[src/rtl/cascade_timer_pair.sv]
module cascade_timer_pair #(
  parameter int W = 16
) (
  input  logic         clk,
  input  logic         rst_n,
  input  logic         tick_div4,
  input  logic         tick_div16,
  input  logic         tick_div64,
  input  logic         lo_pha,
  input  logic         lo_phb,
  input  logic         hi_pha,
  input  logic         hi_phb,
  input  logic         lo_run,
  input  logic         hi_run,
  input  logic [2:0]   lo_csel,
  input  logic [2:0]   hi_csel,
  input  logic         lo_quad,
  input  logic         hi_quad,
  input  logic         flag_clr,
  output logic [W-1:0] lo_count,
  output logic [W-1:0] hi_count,
  output logic         lo_ovf,
  output logic         lo_unf,
  output logic         hi_ovf,
  output logic         hi_unf
);
  localparam logic [2:0] CASCADE = 3'b111;

  // [0] first sync flop, [1] synchronised, [2] previous for edge detect
  logic [2:0] lo_sa, lo_sb, hi_sa, hi_sb;

  function automatic logic [1:0] quad_step(input logic [2:0] a, input logic [2:0] b);
    logic ea, eb, lead;
    ea   = a[1] ^ a[2];
    eb   = b[1] ^ b[2];
    lead = a[1] ^ b[1];
    if (ea && !eb)      quad_step = lead ? 2'b10 : 2'b01;
    else if (eb && !ea) quad_step = lead ? 2'b01 : 2'b10;
    else                quad_step = 2'b00;
  endfunction

  function automatic logic sel_tick(input logic [2:0] cs, input logic t4, input logic t16,
                                    input logic t64);
    case (cs)
      3'b000:  sel_tick = 1'b1;
      3'b001:  sel_tick = t4;
      3'b010:  sel_tick = t16;
      3'b011:  sel_tick = t64;
      default: sel_tick = 1'b0;
    endcase
  endfunction

  logic [1:0] lo_q, hi_q;
  logic lo_up, lo_dn, hi_up, hi_dn, lo_wrap_up, lo_wrap_dn, hi_wrap_up, hi_wrap_dn, hi_casc;

  assign lo_q = quad_step(lo_sa, lo_sb);
  assign hi_q = quad_step(hi_sa, hi_sb);

  assign lo_up = lo_run & (lo_quad ? lo_q[1] : sel_tick(lo_csel, tick_div4, tick_div16, tick_div64));
  assign lo_dn = lo_run & lo_quad & lo_q[0];
  assign lo_wrap_up = lo_up & (&lo_count);
  assign lo_wrap_dn = lo_dn & (lo_count == '0);

  assign hi_casc = !hi_quad && hi_csel == CASCADE;
  assign hi_up = hi_run & (hi_quad ? hi_q[1] :
                           hi_casc ? lo_wrap_up : sel_tick(hi_csel, tick_div4, tick_div16, tick_div64));
  assign hi_dn = hi_run & (hi_quad ? hi_q[0] : (hi_casc & lo_wrap_dn));
  assign hi_wrap_up = hi_up & (&hi_count);
  assign hi_wrap_dn = hi_dn & (hi_count == '0);

  always_ff @(posedge clk) begin
    if (!rst_n) begin
      lo_sa <= '0; lo_sb <= '0; hi_sa <= '0; hi_sb <= '0;
      lo_count <= '0; hi_count <= '0;
      lo_ovf <= 1'b0; lo_unf <= 1'b0; hi_ovf <= 1'b0; hi_unf <= 1'b0;
    end else begin
      lo_sa <= {lo_sa[1:0], lo_pha};
      lo_sb <= {lo_sb[1:0], lo_phb};
      hi_sa <= {hi_sa[1:0], hi_pha};
      hi_sb <= {hi_sb[1:0], hi_phb};
      if (lo_up)      lo_count <= lo_count + 1'b1;
      else if (lo_dn) lo_count <= lo_count - 1'b1;
      if (hi_up)      hi_count <= hi_count + 1'b1;
      else if (hi_dn) hi_count <= hi_count - 1'b1;
      lo_ovf <= lo_wrap_up | (lo_ovf & ~flag_clr);
      lo_unf <= lo_wrap_dn | (lo_unf & ~flag_clr);
      hi_ovf <= hi_wrap_up | (hi_ovf & ~flag_clr);
      hi_unf <= hi_wrap_dn | (hi_unf & ~flag_clr);
    end
  end
endmodule

[config.mk]
export PLATFORM = sky130hd
export DESIGN_NAME = cascade_timer_pair
export DESIGN_NICKNAME = d
export VERILOG_FILES = /design/src/rtl/cascade_timer_pair.sv
export SDC_FILE = /design/constraint.sdc
export NUM_CORES = 1
export LEC_CHECK = 0
export BUFFER_PORTS_ARGS = -buffer_cell sky130_fd_sc_hd__buf_2
export CAP_MARGIN = 30
export CORE_MARGIN = 10
export CORE_UTILIZATION = 40
export CTS_BUF_LIST = sky130_fd_sc_hd__clkbuf_16
export CTS_CLUSTER_SIZE = 20
export DETAILED_ROUTE_END_ITERATION = 7
export SETUP_SLACK_MARGIN = 0.3
export SLEW_MARGIN = 20
export SYNTH_ARGS = -nofsm -noshare
export SYNTH_HDL_FRONTEND = slang
export SYNTH_SLANG_ARGS = --single-unit
[constraint.sdc]
create_clock -name clk -period 4.55 [get_ports clk]
set_input_delay 0 -clock clk [delete_from_list [all_inputs] [get_ports clk]]
set_output_delay 0 -clock clk [all_outputs]
set_load 0.03 [all_outputs]
==> impl_metrics.json <==
{
  "synth_top_flop_cell": "dfxtp_1",
  "portBuffers": 55,
  "total_power_mw": 1.626,
  "vias": 3164,
  "utilization": 0.4905,
  "routed_wl_mm": 9.028,
  "synth_fp_nets": 445,
  "io-pin-count": 56,
  "p_per_area_mw_per_mm2": 424.6,
  "grt_max_degree": 28,
  "die_width_um": 109.9,
  "ant_nets": 0,
  "max_freq_mhz": 266.4,
  "synth_mux_area_frac": 0.01239,
  "rsz0062_at_grt": "false",
  "placed_area_mm2": 0.003618,
  "met1_usage": 0.1900,
  "finalNonFillerCells": 556,
  "hold_violations": 0,
  "path_delay_family": "compound AO/OA/AOI/OAI gates",
  "grt_overflow": 0,
  "ys_ff_latch": 48,
  "critPathLaunchType": "flip-flop",
  "sw_frac_of_total": 0.3829,
  "async_reset_ff_frac": 0,
  "synth-adder-area-share": 0.1208,
  "cts_tree": "yes",
  "clk_pin_slew_worst_paths_ns": 0.07,
  "drc_errors": 0,
  "grtUsageTotal": 0.1502,
  "gp_congestion": 0.8667,
  "antenna_cells": 0,
  "run_status": "complete, no violations",
  "leakagePower_nw": 1.655,
  "start_util": 0.4139,
  "first_pass_iters": 4,
  "finalCriticalPeriod_ns": 3.753,
  "final_max_slew_viol_count": 0,
  "critPathRequiredTime_ns": 4.69,
  "final.setup_skew_ns": 0.01076,
  "synth.distinct_cells": 56,
  "die_area_mm2": 0.01207,
  "syn2layout_area_growth_pct": 18.51,
  "die_y_um": 109.9,
  "busiest_layer": "met2",
  "cpMaxStageDelayCell": "o41ai_1",
  "wl_per_cell_um": 16.24,
  "path_class": "reg -> reg",
  "p_int_mw": 1.004,
  "dp_slack_ns": 0.7010,
  "met3_usage": 0.03686,
  "worst_pin_slew_ns": 0.7593,
  "syn-instance-count": 395,
  "critPathMaxStageDelay_ns": 0.47,
  "drive_gt1_frac": 0.1608,
  "cts-root-buf": "clkbuf_16",
  "setup_ws_ns": 0.7967,
  "drt-initial-drc-count": 135,
  "critPathCaptureType": "flip-flop",
  "hp-class": "in -> reg",
  "synth_xor_area_frac": 0.05691,
  "netSwitchingPower_uw": 622.7,
  "p_comb_frac": 0.425,
  "relSlewSlack": 0.4923,
  "hpwl_mm": 6.958,
  "h-tree-depth": 2,
  "maxCapViolCount": 0,
  "synth-compound-area-share": 0.2338,
  "nets": 503,
  "avgViaCountPerCell": 5.691,
  "use_met2": 0.2528,
  "crit_fanout": 15,
  "cts_made_buffers": 5,
  "antenna_found_initial": 0,
  "path_buf_inv": 1,
  "worst_ep_arrival_time_ns": 3.90,
  "p_seq_frac": 0.313,
  "cts.sinks": 48,
  "post_cts_buffers": 0,
  "synth-simple-area-share": 0.2516,
  "setup_tns_ns": 0,
  "fin_area_mm2": 0.003830,
  "synth_top_family_by_area": "simple AND/OR/NAND/NOR gates",
  "clock_power_share": 0.262,
  "syn_avg_cell_area_um2": 8.182,
  "placedCellCount": 544,
  "rows": 32,
  "yosysSeqAreaShare": 0.2973,
  "peakVddDrop_v": 0.0001873,
  "synth_area_mm2": 0.003232,
  "finalSetupViolations": 0,
  "whs_ns": 0.04414,
  "grt_first_pass_wirelength_mm": 14.67,
  "grt_pass1_vias": 2941,
  "core_area_mm2": 0.007807,
  "synth_edf_count": 0,
  "fill_cells": 773,
  "fin_crit_sh": 0.8249,
  "synth_warnings": 0,
  "clk_latency_ns": 0.29,
  "crit_chain": "nand4_1 -> nor4_1 -> o211ai_1 -> nand2_1 -> inv_1 -> ha_1 -> a21o_1 -> a21oi_2 -> o21ai_0 -> o41ai_1 -> or3_1 -> o311ai_0",
  "clockBufferDepth": 2
}
==> layout by cell type, fill, tap and decap left out, types with 3 or more instances in the layout <==
cell	n
ha_1	28
clkbuf_16	5
a31oi_1	4
nand4_1	13
nand4b_1	3
o211ai_1	4
xnor2_1	13
nand3_1	6
a21o_1	9
and3_1	4
dlygate4sd3_1	4
a41oi_1	3
nand2b_1	7
dfxtp_1	48
o21bai_1	3
or3_1	3
or3b_1	3
a211oi_1	10
o311ai_0	3
xor2_1	8
a21oi_1	36
nor3b_1	3
o22ai_1	3
inv_1	11
nand2_1	45
buf_2	55
nor2_1	25
nor4_1	11
mux2i_1	4
o21ai_0	18
nor3_1	9
o21a_1	4
and2_1	12
==> power groups by stage <==
stage                     Sequential, mW  Clock [mW]  Combinational (mW)
after floorplan                    0.573           0               0.466
after global placement             0.515           0               0.679
after detailed placement           0.518           0               0.683
after CTS                          0.508       0.434               0.691
after global routing               0.516       0.446               0.772
final                              0.509       0.426               0.692
==> routing by layer <==
layer	part of all wire	up-vias
li1	-	1608
met1	0.46	1481
met2	0.48	70
met3	0.058	5
met4	0.0058	0
met5	0	-
==> cell families (layout without fill, tap and decap cells) <==
logic type	after synthesis	in the layout
and+or+nand+nor	154	154
AOI/OAI and AO/OA	116	116
DFF	48	48
adders and majority gates	30	30
buffers and inverters	22	81
xor gates and xnor gates	21	21
muxes	4	4
==> cell type report <==
type                            count  area [um^2]  area share
Clock inverter                      3        42.54     0.01111
Timing Repair Buffer               62        345.3     0.09017
Tap cell                          102        127.6     0.03332
Inverter                           11        41.29     0.01078
Multi-Input combinational cell    325         2187      0.5711
Clock buffer                        5        125.1     0.03267
Sequential cell                    48        960.9      0.2509
==> worst min-delay path: cells and delay by family <==
| family | cells | cell delay (ns) |
|---|---|---|
| simple gates | 1 | 0.07 |
| buf+inv | 2 | 0.15 |
| compound gates | 1 | 0.06 |
==> synth_stat cells (2+ instances only) <==
cell type | number | area, um^2
nand2_1 | 45 | 168.9
nor2_1 | 25 | 93.84
o21bai_1 | 3 | 22.52
clkbuf_1 | 6 | 22.52
o31a_1 | 2 | 17.52
o21a_1 | 4 | 30.03
nor3b_1 | 3 | 22.52
xnor2_1 | 13 | 113.9
nand3_1 | 6 | 30.03
nor4_1 | 11 | 68.82
a22oi_1 | 2 | 15.01
o31ai_1 | 2 | 15.01
a41oi_1 | 3 | 26.28
a211oi_1 | 10 | 75.07
xor2_1 | 8 | 70.07
mux2i_1 | 4 | 40.04
nand4_1 | 13 | 81.33
ha_1 | 28 | 350.3
o211ai_1 | 4 | 30.03
nand4b_1 | 3 | 26.28
o311ai_0 | 3 | 26.28
a31o_2 | 2 | 17.52
nand2b_1 | 7 | 43.79
a21oi_1 | 37 | 185.2
a221oi_1 | 2 | 17.52
buf_2 | 4 | 20.02
a21o_1 | 9 | 67.56
inv_1 | 11 | 41.29
a31oi_1 | 4 | 25.02
dfxtp_1 | 48 | 960.9
or3b_1 | 3 | 26.28
o22ai_1 | 3 | 18.77
and3_1 | 4 | 25.02
and2_1 | 12 | 75.07
o21ai_0 | 18 | 90.09
nor3_1 | 9 | 45.04
or3_1 | 3 | 18.77
fa_1 | 2 | 40.04
and3b_1 | 2 | 17.52
==> worst paths after layout <==
kind | from | end | slack [ns] | cells past startpoint
setup / recovery | lo_count[11] | hi_count[15] | 0.80 | 12
hold / removal | flag_clr | lo_ovf | 0.04 | 4
setup reg to reg | lo_count[11] | hi_count[15] | 0.80 | 12
hold reg to reg | lo_sb[0] | lo_sb[1] | 0.43 | 1
==> flip-flops by register name, summed over array words and instances (netlist names) <==
| name | count |
|---|---|
| lo_sa | 3 |
| hi_ovf | 1 |
| hi_sa | 3 |
| hi_sb | 3 |
| hi_unf | 1 |
| lo_ovf | 1 |
| lo_unf | 1 |
| lo_sb | 3 |
| lo_count | 16 |
| hi_count | 16 |
==> repair_timing <==
action                                 4_1_cts  5_1_grt
hold buffers                                 4        0
gates resized for setup                      0        1
endpoints found under the hold margin        4        0
setup endpoints to repair                    0        1
(Power assumes the default switching activity.)
